`config.mk`:
```
export PLATFORM = sky130hd
export DESIGN_NAME = radio_mode_ctrl
export DESIGN_NICKNAME = d
export VERILOG_FILES = /design/src/rtl/radio_mode_pkg.sv /design/src/rtl/rmc_ce_sync.sv /design/src/rtl/rmc_tick_timer.sv /design/src/rtl/rmc_mode_fsm.sv /design/src/rtl/radio_mode_ctrl.sv
export SDC_FILE = /design/constraint.sdc
export NUM_CORES = 1
export LEC_CHECK = 0
export BUFFER_PORTS_ARGS = -buffer_cell sky130_fd_sc_hd__buf_4
export CAP_MARGIN = 20
export CORE_AREA = 2 2 82 100
export CTS_CLUSTER_SIZE = 12
export DETAILED_ROUTE_END_ITERATION = 6
export DIE_AREA = 0 0 84 102
export SYNTH_ARGS = -nofsm -noshare
export SYNTH_HDL_FRONTEND = slang
export SYNTH_SLANG_ARGS = --single-unit
```
`constraint.sdc`:
```
create_clock -name clk_i -period 4.5 [get_ports clk_i]
set_clock_uncertainty 0.1 [all_clocks]
set_input_delay 0.225 -clock clk_i [delete_from_list [all_inputs] [get_ports clk_i]]
set_output_delay 0.225 -clock clk_i [all_outputs]
set_load 0.005 [all_outputs]
```
`src/rtl/radio_mode_pkg.sv`:
```
package radio_mode_pkg;
  typedef enum logic [2:0] {
    M_OFF    = 3'd0,
    M_STBY1  = 3'd1,
    M_STBY2  = 3'd2,
    M_RX_SET = 3'd3,
    M_RX     = 3'd4,
    M_TX_SET = 3'd5,
    M_TX     = 3'd6
  } mode_e;
endpackage

```
`src/rtl/rmc_ce_sync.sv`:
```
module rmc_ce_sync #(
  parameter int CE_CYC = 160
) (
  input  logic clk_i,
  input  logic rst_ni,
  input  logic ce_i,
  output logic ce_lvl_o,
  output logic ce_qual_o
);
  localparam int CW = $clog2(CE_CYC + 1);
  localparam logic [CW-1:0] FULL = CW'(CE_CYC);

  logic          meta_q, sync_q;
  logic [CW-1:0] hi_cnt_q;

  always_ff @(posedge clk_i or negedge rst_ni) begin
    if (!rst_ni) begin
      meta_q <= 1'b0;
      sync_q <= 1'b0;
    end else begin
      meta_q <= ce_i;
      sync_q <= meta_q;
    end
  end

  // saturating width counter, restarted by every low sample
  always_ff @(posedge clk_i or negedge rst_ni) begin
    if (!rst_ni)             hi_cnt_q <= '0;
    else if (!sync_q)        hi_cnt_q <= '0;
    else if (hi_cnt_q != FULL) hi_cnt_q <= hi_cnt_q + CW'(1);
  end

  assign ce_lvl_o  = sync_q;
  assign ce_qual_o = (hi_cnt_q == FULL);

  assert_qual_hist_R5: assert property (@(posedge clk_i) disable iff (!rst_ni)
    $rose(ce_qual_o) |-> $past(ce_lvl_o));
endmodule

```
`src/rtl/rmc_tick_timer.sv`:
```
module rmc_tick_timer #(
  parameter int LIMIT = 2080
) (
  input  logic clk_i,
  input  logic rst_ni,
  input  logic clear_i,
  input  logic en_i,
  output logic done_o
);
  localparam int CW = (LIMIT > 1) ? $clog2(LIMIT) : 1;
  localparam logic [CW-1:0] LAST = CW'(LIMIT - 1);

  logic [CW-1:0] cnt_q;

  always_ff @(posedge clk_i or negedge rst_ni) begin
    if (!rst_ni)                     cnt_q <= '0;
    else if (clear_i)                cnt_q <= '0;
    else if (en_i && cnt_q != LAST)  cnt_q <= cnt_q + CW'(1);
  end

  assign done_o = (cnt_q == LAST);

  assert_cnt_range_R11: assert property (@(posedge clk_i) disable iff (!rst_ni)
    cnt_q <= LAST);
  assert_clear_restart_R4: assert property (@(posedge clk_i) disable iff (!rst_ni)
    (clear_i && LIMIT > 1) |=> !done_o);
endmodule

```
`src/rtl/rmc_mode_fsm.sv`:
```
module rmc_mode_fsm
  import radio_mode_pkg::*;
(
  input  logic  clk_i,
  input  logic  rst_ni,
  input  logic  power_on_i,
  input  logic  rx_role_i,
  input  logic  ce_lvl_i,
  input  logic  ce_qual_i,
  input  logic  tx_empty_i,
  input  logic  rx_full_i,
  input  logic  pkt_valid_i,
  input  logic  pkt_done_i,
  input  logic  settle_done_i,
  input  logic  wd_done_i,
  output mode_e state_o,
  output logic  settle_clr_o,
  output logic  settle_en_o,
  output logic  wd_clr_o,
  output logic  wd_en_o,
  output logic  pll_en_o,
  output logic  tx_pop_o,
  output logic  rx_push_o,
  output logic  rx_drop_o,
  output logic  tx_timeout_o
);
  mode_e state_q, state_d;
  logic  pop_d, pop_q, timeout_d;

  always_comb begin
    state_d   = state_q;
    timeout_d = 1'b0;
    if (!power_on_i) begin
      state_d = M_OFF;
    end else begin
      unique case (state_q)
        M_OFF:   state_d = M_STBY1;
        M_STBY1: begin
          if (ce_lvl_i && rx_role_i)        state_d = M_RX_SET;
          else if (!rx_role_i && ce_qual_i) state_d = tx_empty_i ? M_STBY2 : M_TX_SET;
        end
        M_STBY2: begin
          if (!ce_lvl_i)       state_d = M_STBY1;
          else if (rx_role_i)  state_d = M_RX_SET;
          else if (!tx_empty_i) state_d = M_TX_SET;
        end
        M_RX_SET: begin
          if (!ce_lvl_i || !rx_role_i) state_d = M_STBY1;
          else if (settle_done_i)      state_d = M_RX;
        end
        M_RX: begin
          if (!ce_lvl_i)      state_d = M_STBY1;
          else if (!rx_role_i) state_d = tx_empty_i ? M_STBY2 : M_TX_SET;
        end
        // chip-enable may drop mid-settle in single-packet use
        M_TX_SET: if (settle_done_i) state_d = M_TX;
        M_TX: begin
          if (pkt_done_i) begin
            if (!ce_lvl_i)       state_d = M_STBY1;
            else if (rx_role_i)  state_d = M_RX_SET;
            else if (tx_empty_i) state_d = M_STBY2;
            else                 state_d = M_TX;
          end else if (wd_done_i) begin
            state_d   = M_STBY1;
            timeout_d = 1'b1;
          end
        end
        default: state_d = M_OFF;
      endcase
    end
  end

  // a packet leaves the FIFO on TX entry or on a back-to-back follow-on
  assign pop_d = (state_d == M_TX) && ((state_q != M_TX) || pkt_done_i);

  always_ff @(posedge clk_i or negedge rst_ni) begin
    if (!rst_ni) begin
      state_q <= M_OFF;
      pop_q   <= 1'b0;
    end else begin
      state_q <= state_d;
      pop_q   <= pop_d;
    end
  end

  assign state_o      = state_q;
  assign settle_clr_o = (state_d != state_q);
  assign settle_en_o  = (state_q == M_RX_SET) || (state_q == M_TX_SET);
  assign wd_clr_o     = pop_d;
  assign wd_en_o      = (state_q == M_TX);
  assign pll_en_o     = (state_q != M_OFF) && (state_q != M_STBY1);
  assign tx_pop_o     = pop_q;
  assign rx_push_o    = (state_q == M_RX) && pkt_valid_i && !rx_full_i;
  assign rx_drop_o    = (state_q == M_RX) && pkt_valid_i && rx_full_i;
  assign tx_timeout_o = timeout_d;

  assert_off_R1: assert property (@(posedge clk_i) disable iff (!rst_ni)
    !power_on_i |=> state_q == M_OFF);
  assert_rx_via_settle_R4: assert property (@(posedge clk_i) disable iff (!rst_ni)
    (state_q == M_RX && $past(state_q) != M_RX) |-> $past(state_q) == M_RX_SET);
  assert_tx_via_settle_R12: assert property (@(posedge clk_i) disable iff (!rst_ni)
    (state_q == M_TX && $past(state_q) != M_TX) |-> $past(state_q) == M_TX_SET);
  assert_pop_in_tx_R5: assert property (@(posedge clk_i) disable iff (!rst_ni)
    tx_pop_o |-> state_q == M_TX);
  assert_timeout_exit_R11: assert property (@(posedge clk_i) disable iff (!rst_ni)
    (tx_timeout_o && power_on_i) |=> state_q == M_STBY1);
endmodule

```
`src/rtl/radio_mode_ctrl.sv`:
```
module radio_mode_ctrl
  import radio_mode_pkg::*;
#(
  parameter int TICKS_PER_US = 16,
  parameter int SETTLE_US    = 130,
  parameter int CE_MIN_US    = 10,
  parameter int TX_MAX_US    = 4000
) (
  input  logic       clk_i,
  input  logic       rst_ni,
  input  logic       power_on_i,
  input  logic       rx_role_i,
  input  logic       chip_en_i,
  input  logic       tx_empty_i,
  input  logic       rx_full_i,
  input  logic       pkt_valid_i,
  input  logic       pkt_done_i,
  output logic [2:0] mode_o,
  output logic       pll_en_o,
  output logic       tx_pop_o,
  output logic       rx_push_o,
  output logic       rx_drop_o,
  output logic       tx_timeout_o
);
  localparam int SETTLE_CYC = TICKS_PER_US * SETTLE_US;
  localparam int CE_CYC     = TICKS_PER_US * CE_MIN_US;
  localparam int TX_CYC     = TICKS_PER_US * TX_MAX_US;

  logic  ce_lvl, ce_qual;
  logic  settle_clr, settle_en, settle_done;
  logic  wd_clr, wd_en, wd_done;
  mode_e state;

  rmc_ce_sync #(.CE_CYC(CE_CYC)) u_ce (
    .clk_i     (clk_i),
    .rst_ni    (rst_ni),
    .ce_i      (chip_en_i),
    .ce_lvl_o  (ce_lvl),
    .ce_qual_o (ce_qual)
  );

  rmc_tick_timer #(.LIMIT(SETTLE_CYC)) u_settle (
    .clk_i   (clk_i),
    .rst_ni  (rst_ni),
    .clear_i (settle_clr),
    .en_i    (settle_en),
    .done_o  (settle_done)
  );

  rmc_tick_timer #(.LIMIT(TX_CYC)) u_wdog (
    .clk_i   (clk_i),
    .rst_ni  (rst_ni),
    .clear_i (wd_clr),
    .en_i    (wd_en),
    .done_o  (wd_done)
  );

  rmc_mode_fsm u_fsm (
    .clk_i         (clk_i),
    .rst_ni        (rst_ni),
    .power_on_i    (power_on_i),
    .rx_role_i     (rx_role_i),
    .ce_lvl_i      (ce_lvl),
    .ce_qual_i     (ce_qual),
    .tx_empty_i    (tx_empty_i),
    .rx_full_i     (rx_full_i),
    .pkt_valid_i   (pkt_valid_i),
    .pkt_done_i    (pkt_done_i),
    .settle_done_i (settle_done),
    .wd_done_i     (wd_done),
    .state_o       (state),
    .settle_clr_o  (settle_clr),
    .settle_en_o   (settle_en),
    .wd_clr_o      (wd_clr),
    .wd_en_o       (wd_en),
    .pll_en_o      (pll_en_o),
    .tx_pop_o      (tx_pop_o),
    .rx_push_o     (rx_push_o),
    .rx_drop_o     (rx_drop_o),
    .tx_timeout_o  (tx_timeout_o)
  );

  assign mode_o = state;
endmodule

```
==> results of run 1 <==
## worst min path at each step
| stage | startpoint | to | slack (ps) | depth (start not counted) |
|---|---|---|---|---|
| floorplan | rst_ni | u_ce.ce_lvl_o$_DFF_PN0_ | -170 | 0 |
| global placement | rst_ni | u_ce.meta_q$_DFF_PN0_ | 150 | 1 |
| detailed placement | rst_ni | u_ce.meta_q$_DFF_PN0_ | 160 | 1 |
| CTS | pkt_done_i | u_fsm.state_o[2]$_DFF_PN0_ | 170 | 4 |
| global route | pkt_done_i | u_fsm.state_o[2]$_DFF_PN0_ | 210 | 4 |
| finish | pkt_done_i | u_fsm.state_o[2]$_DFF_PN0_ | 180 | 4 |
## layout make-up
type | count | area (sq um) | share of cell area (%)
Clock inverter | 2 | 10.0 | 0.356
Timing Repair Buffer | 20 | 159 | 5.64
Multi-Input combinational cell | 205 | 1390 | 49.2
Inverter | 7 | 26.3 | 0.933
Sequential cell | 42 | 1050 | 37.3
Clock buffer | 5 | 68.8 | 2.44
Tap cell | 92 | 115 | 4.09
## worst max-delay path, stage by stage (launching register included)
cell and delay (ps):
dfrtp_1 420, ha_1 240, and4_1 240, nand3_1 160, or2b_2 300, a31o_2 240, and3b_1 200, o21ai_2 600
nor4_1 110
## per-layer routing
layer / GRT usage (%) / wire, um / vias up
met3: 2.26 / 175 / 6
met5: 0 / 0 / -
met2: 23.0 / 2540 / 34
met4: 4.96 / 90 / 0
li1: - / - / 963
met1: 16.0 / 2300 / 963
## sequential cells by signal (all words and copies together) (netlist names)
register        flops
u_wdog.cnt_q       16
u_settle.cnt_q     12
u_ce.hi_cnt_q       8
u_fsm.state_o       3
u_ce.ce_lvl_o       1
u_ce.meta_q         1
u_fsm.tx_pop_o      1
## logic make-up after synthesis
| group | count (synthesis) |
|---|---|
| compound gates | 33 |
| xor+xnor | 32 |
| fa+ha+maj | 4 |
| buf+inv | 17 |
| flops | 42 |
| mux | 2 |
| simple gates | 134 |
## cell usage after synthesis (all sizes together) (2+ instances only)
cell / number / area [sq um]
nor3: 3 / 20.0
nand2b: 4 / 25.0
nor4: 15 / 165
mux2i: 2 / 20.0
o21ai: 9 / 52.6
nor3b: 4 / 30.0
nor4b: 2 / 17.5
nand4: 6 / 43.8
dfrtp: 42 / 1050
nand2: 15 / 56.3
ha: 4 / 50.1
nand3: 20 / 100
nor2: 35 / 131
bufbuf: 2 / 65.1
and4: 2 / 17.5
clkbuf: 3 / 21.3
xor2: 12 / 105
xnor2: 20 / 175
and3: 8 / 51.3
or2: 2 / 12.5
a31o: 2 / 17.5
o21a: 2 / 15.0
nor2b: 4 / 25.0
and2: 7 / 43.8
buf: 5 / 32.5
a21oi: 8 / 43.8
inv: 7 / 26.3
a21boi: 2 / 15.0
## stage by stage
step,util [%],hold WS (ps),setup WS (ps)
detailed placement,35.7,161,1540
floorplan,-,-171,2170
global route,37.2,212,1400
CTS,37.0,168,1530
global placement,35.7,147,1670
finish,37.2,180,1740
## power breakdown
part / leakage, nW / switching (mW) / internal (mW)
registers: 0.497 / 0.0191 / 0.391
logic: 0.598 / 0.0633 / 0.0408
clock network: 0.0438 / 0.126 / 0.104
==> results.ini, run 1 <==
[cells_and_area]
finish.net_count=294
antenna_cells=0
layout.cells.most_common_list=dfrtp_1, nor2_1, nand3_1, xnor2_1, buf_4
area_delta_synth_final_pct=9.06
post-route-cell-area_sq_mm=0.00282
drive_above_1_share_pct=17.4
mostFrequentLayoutCell=dfrtp_1
instances_no_fill=373
fillers=781

[grt]
grt_use_total_pct=13.0
grt_overflow=0
grt_pass1_wl_um=9110
antenna_found_initial=0
grt_pass1_vias=1955
grt_max_degree=43

[sta]
finalCritPeriodShare_pct=61.4
worstMarginPinSlew_ps=774
timing.final.hold_violations=0
setup_viol_count_final=0
fin_crit_ps=2760
rsz0062_at_grt=no
max_slew_margin_pct=48.4
fmaxAchievable_ghz=0.362
setup_tns_ps=0
drv_slew=0

[pwr]
power_uw=744
peakVddDrop_mv=0.0910
p_leak_nw=1.14
power_density_mw_per_mm2=264

[cts]
clock_sinks=42
h-tree-depth=2
cts_hold_buf=2
cts-buffers-inserted=5
clk_pin_slew_ps=80
cts_setup_buffers=0
clock_latency_ps=290
cts-root-buf=clkbuf_8
cts_buffer_depth=2
cts_tree=built
cts_resized=0

[synth]
synthMuxAreaShare_pct=0.776
synthCells=264
synth_compound_area_share_pct=8.87
synth-simple-area-share_pct=31.2
ys_warn_count=0
synthAdderAreaFrac_pct=1.94
seq_area_frac_synth_pct=40.7
synth_cell_type_count=56
synth_edf_count=0
synthFlopType=dfrtp_1
netlist_area_sq_mm=0.00258
synthXorXnorAreaFrac_pct=10.9
synth_fp_nets=277
synth_seq_cells=42
synth_top_family_by_area=simple AND/OR/NAND/NOR gates
async_reset_ff_share_pct=100
avgSynthCellArea_sq_um=9.78

[floorplan]
core_sq_mm=0.00758
start_util_pct=34.1
rows=35
die-area_sq_mm=0.00857
die_h_um=102
ioPinCount=17
chipWidth_um=84

[routing]
final_antenna_net_count=0
wire_per_inst_um=13.7
firstDrtPassIters=4
vias=1966
avgViaCountPerCell=5.27
first_iter_violations=145
drcViolationCount=0
wl_um=5110

[setup_path]
worstSetupPathType=reg -> reg
startpoint_type=flop
cp.required_ps=4550
cp-endpoint=u_settle.cnt_q[0]$_DFFE_PN0P_
worstPathMaxFanout=12
critPathArrivalTime_ps=2810
crit_path_end_kind=flop
reg2reg_setup_slack_ps=1740
r2r-start=u_settle.cnt_q[0]$_DFFE_PN0P_
crit_path_start=u_settle.cnt_q[0]$_DFFE_PN0P_
reg2reg_to=u_settle.cnt_q[0]$_DFFE_PN0P_
reg2reg_depth=8

[placed_design]
gp_congestion=0.797
place_area_sq_mm=0.00271
hpwl_um=3630
placed_cells=363
port_buffers=16

[flow_run]
cap_violations=0

[outcome]
status=completed

[min_path]
hold_class=in -> reg

Power figures use the tool's default switching activity.
==> inputs of run 2 (changes only) <==
==> constraint.sdc (replaced) <==
create_clock -name clk_i -period 2.6 [get_ports clk_i]
set_clock_uncertainty 0.1 [all_clocks]
set_input_delay 0.13 -clock clk_i [delete_from_list [all_inputs] [get_ports clk_i]]
set_output_delay 0.13 -clock clk_i [all_outputs]
set_load 0.005 [all_outputs]
==> results.ini, run 2 (synthesized netlist as in run 1, its figures left out) <==
[sta]
worstMarginPinSlew_ps=514  ; -259 ps
max_slew_margin_pct=65.4  ; +17 points
finalCritPeriodShare_pct=95.8  ; +34 points
rsz0062_at_grt=yes
fmaxAchievable_ghz=0.401  ; +11%
whs_ps=104  ; -75.7 ps
fin_crit_ps=2490  ; -270 ps
drv_slew=0  ; unchanged
timing.final.hold_violations=0  ; unchanged
setup_viol_count_final=0  ; unchanged

[floorplan]
start_util_pct=34.1  ; unchanged
core_sq_mm=0.00758  ; unchanged
ioPinCount=17  ; unchanged
chipWidth_um=84  ; unchanged
die_h_um=102  ; unchanged
die-area_sq_mm=0.00857  ; unchanged
rows=35  ; unchanged

[placed_design]
hpwl_um=3730  ; +2.6%
placed_cells=384  ; +5.8%
port_buffers=16  ; unchanged
place_area_sq_mm=0.00288  ; +6.3%
gp_congestion=0.839  ; +5.3%

[cts]
h-tree-depth=2  ; unchanged
clock_latency_ps=300  ; about the same
cts-root-buf=clkbuf_8
cts-buffers-inserted=5  ; unchanged
cts_buffer_depth=2  ; unchanged
clk_pin_slew_ps=90  ; about the same
cts_tree=built
clock_sinks=42  ; unchanged

[cells_and_area]
antenna_cells=0  ; unchanged
fillers=744  ; -4.7%
top_register=u_wdog.cnt_q
finish.net_count=315  ; +7.1%
reg.largest.list=u_wdog.cnt_q x16, u_settle.cnt_q x12, u_ce.hi_cnt_q x8
mostFrequentLayoutCell=dfrtp_1
post-route-cell-area_sq_mm=0.00304  ; +7.8%
drive_above_1_share_pct=25.1  ; +7.6 points
largest_reg_flops=16  ; unchanged
instances_no_fill=395  ; +5.9%
area_delta_synth_final_pct=17.6
layout.cells.most_common_list=dfrtp_1, buf_4, nor2_1, nand3_1, xnor2_1

[grt]
grt_use_total_pct=13.1  ; +0.090 points
grtUsageMet2_pct=22.6  ; -0.37 points
busiest_layer=met2
use_met3_pct=2.91  ; +0.65 points
antenna_found_initial=0  ; unchanged
use_met1_pct=15.7  ; -0.29 points
grt_pass1_vias=2012  ; +2.9%
grt_pass1_wl_um=9200  ; +0.98%
grt_overflow=0  ; unchanged
grt_max_degree=43  ; unchanged

[setup_path]
cp.required_ps=2710  ; -1840 ps
reg2reg_to=u_settle.cnt_q[3]$_DFFE_PN0P_
reg2reg_setup_slack_ps=110  ; -1630 ps
r2r-start=u_settle.cnt_q[0]$_DFFE_PN0P_
crit_path_end_kind=flop
worstSetupPathType=reg -> reg
startpoint_type=flop
worstPathCellList=ha_1 > and4_1 > nand3_1 > or2b_2 > a31o_2 > buf_4 > a21boi_2 > o21ai_2 > nor4_2
crit_slowest_cell=dfrtp_1
worstPathMaxFanout=6  ; -6
reg2reg_depth=9  ; +1
critPathArrivalTime_ps=2600  ; -210 ps
critical-path-max-stage-delay_ps=420  ; -180 ps

[min_path]
hold_class=in -> reg
hold_path_depth=4  ; unchanged
worstHoldEndpoint=u_fsm.state_o[2]$_DFF_PN0_
min_from=pkt_done_i

[flow_run]
cap_violations=0  ; unchanged

[pwr]
peakVddDrop_mv=0.207  ; +130%
power_density_mw_per_mm2=455  ; +72%
p_leak_nw=1.25  ; +9.8%

[routing]
wl_um=5460  ; +6.9%
firstDrtPassIters=4  ; unchanged
vias=2028  ; +3.2%
first_iter_violations=143  ; -1.4%
wire_per_inst_um=13.8  ; +0.94%
avgViaCountPerCell=5.13  ; -2.6%
drcViolationCount=0  ; unchanged
final_antenna_net_count=0  ; unchanged

[outcome]
status=completed

run 2: per-layer routing:
metal	vias to the layer above	part of all wire, %	wire length [um]
li1	1009	-	-
met1	972	45	2460
met2	37	49	2690
met3	10	3.4	183
met4	0	2.3	127
met5	-	0	0
run 2: what timing repair did:
item	CTS	global route
buffers inserted	0	0
setup endpoints to repair	10	11
endpoints found under the hold margin	43	0
resized for setup	2	5
pin swaps	0	1
hold buffers	2	0
cloned	0	1
run 2: how the worst max path moves through the flow:
stage                                        from                        endpoint  slack, ps  cells after the start
floorplan            u_ce.hi_cnt_q[0]$_DFFE_PN0P_  u_settle.cnt_q[10]$_DFFE_PN0P_        270                      9
global placement      u_wdog.cnt_q[1]$_DFFE_PN0P_   u_settle.cnt_q[0]$_DFFE_PN0P_        -10                      8
detailed placement    u_wdog.cnt_q[1]$_DFFE_PN0P_   u_settle.cnt_q[1]$_DFFE_PN0P_        -40                      8
CTS                 u_settle.cnt_q[8]$_DFFE_PN0P_   u_settle.cnt_q[1]$_DFFE_PN0P_         60                      8
global route         u_ce.hi_cnt_q[0]$_DFFE_PN0P_   u_settle.cnt_q[3]$_DFFE_PN0P_        -30                     10
finish              u_settle.cnt_q[0]$_DFFE_PN0P_   u_settle.cnt_q[3]$_DFFE_PN0P_        110                      9
run 2: worst max-delay path, delay by kind of cell (launching register included):
kind / cells / cell delay [ps]
AOI/OAI and AO/OA: 3 / 650
and+or+nand+nor: 4 / 860
buffers and inverters: 1 / 140
adders and majority gates: 1 / 240
DFF: 1 / 420
run 2: report_power, final:
part | internal [mW] | switching (mW) | leakage (nW)
logic | 0.0987 | 0.128 | 0.706
clock network | 0.214 | 0.239 | 0.0472
registers | 0.678 | 0.0251 | 0.497
run 2: stage by stage:
step | util (%) | total power [mW] | worst slack (ps) | TNS [ps]
after floorplan | - | 0.852 | 269 | 0
after global placement | 38.0 | 0.930 | -9.59 | -16.4
after detailed placement | 38.0 | 0.931 | -38.6 | -169
after CTS | 39.6 | 1.39 | 59.3 | 0
after global routing | 40.1 | 1.44 | -34.7 | -227
final | 40.1 | 1.38 | 108 | 0
run 2: final cells by class:
class	count	area (sq um)	share of cell area [%]
inverters	7	26.3	0.866
clock inverters	2	12.5	0.412
multi-input cells	206	1430	47.1
clock buffers	6	82.6	2.72
repair buffers	40	318	10.5
flip-flops and latches	42	1050	34.6
well taps	92	115	3.79
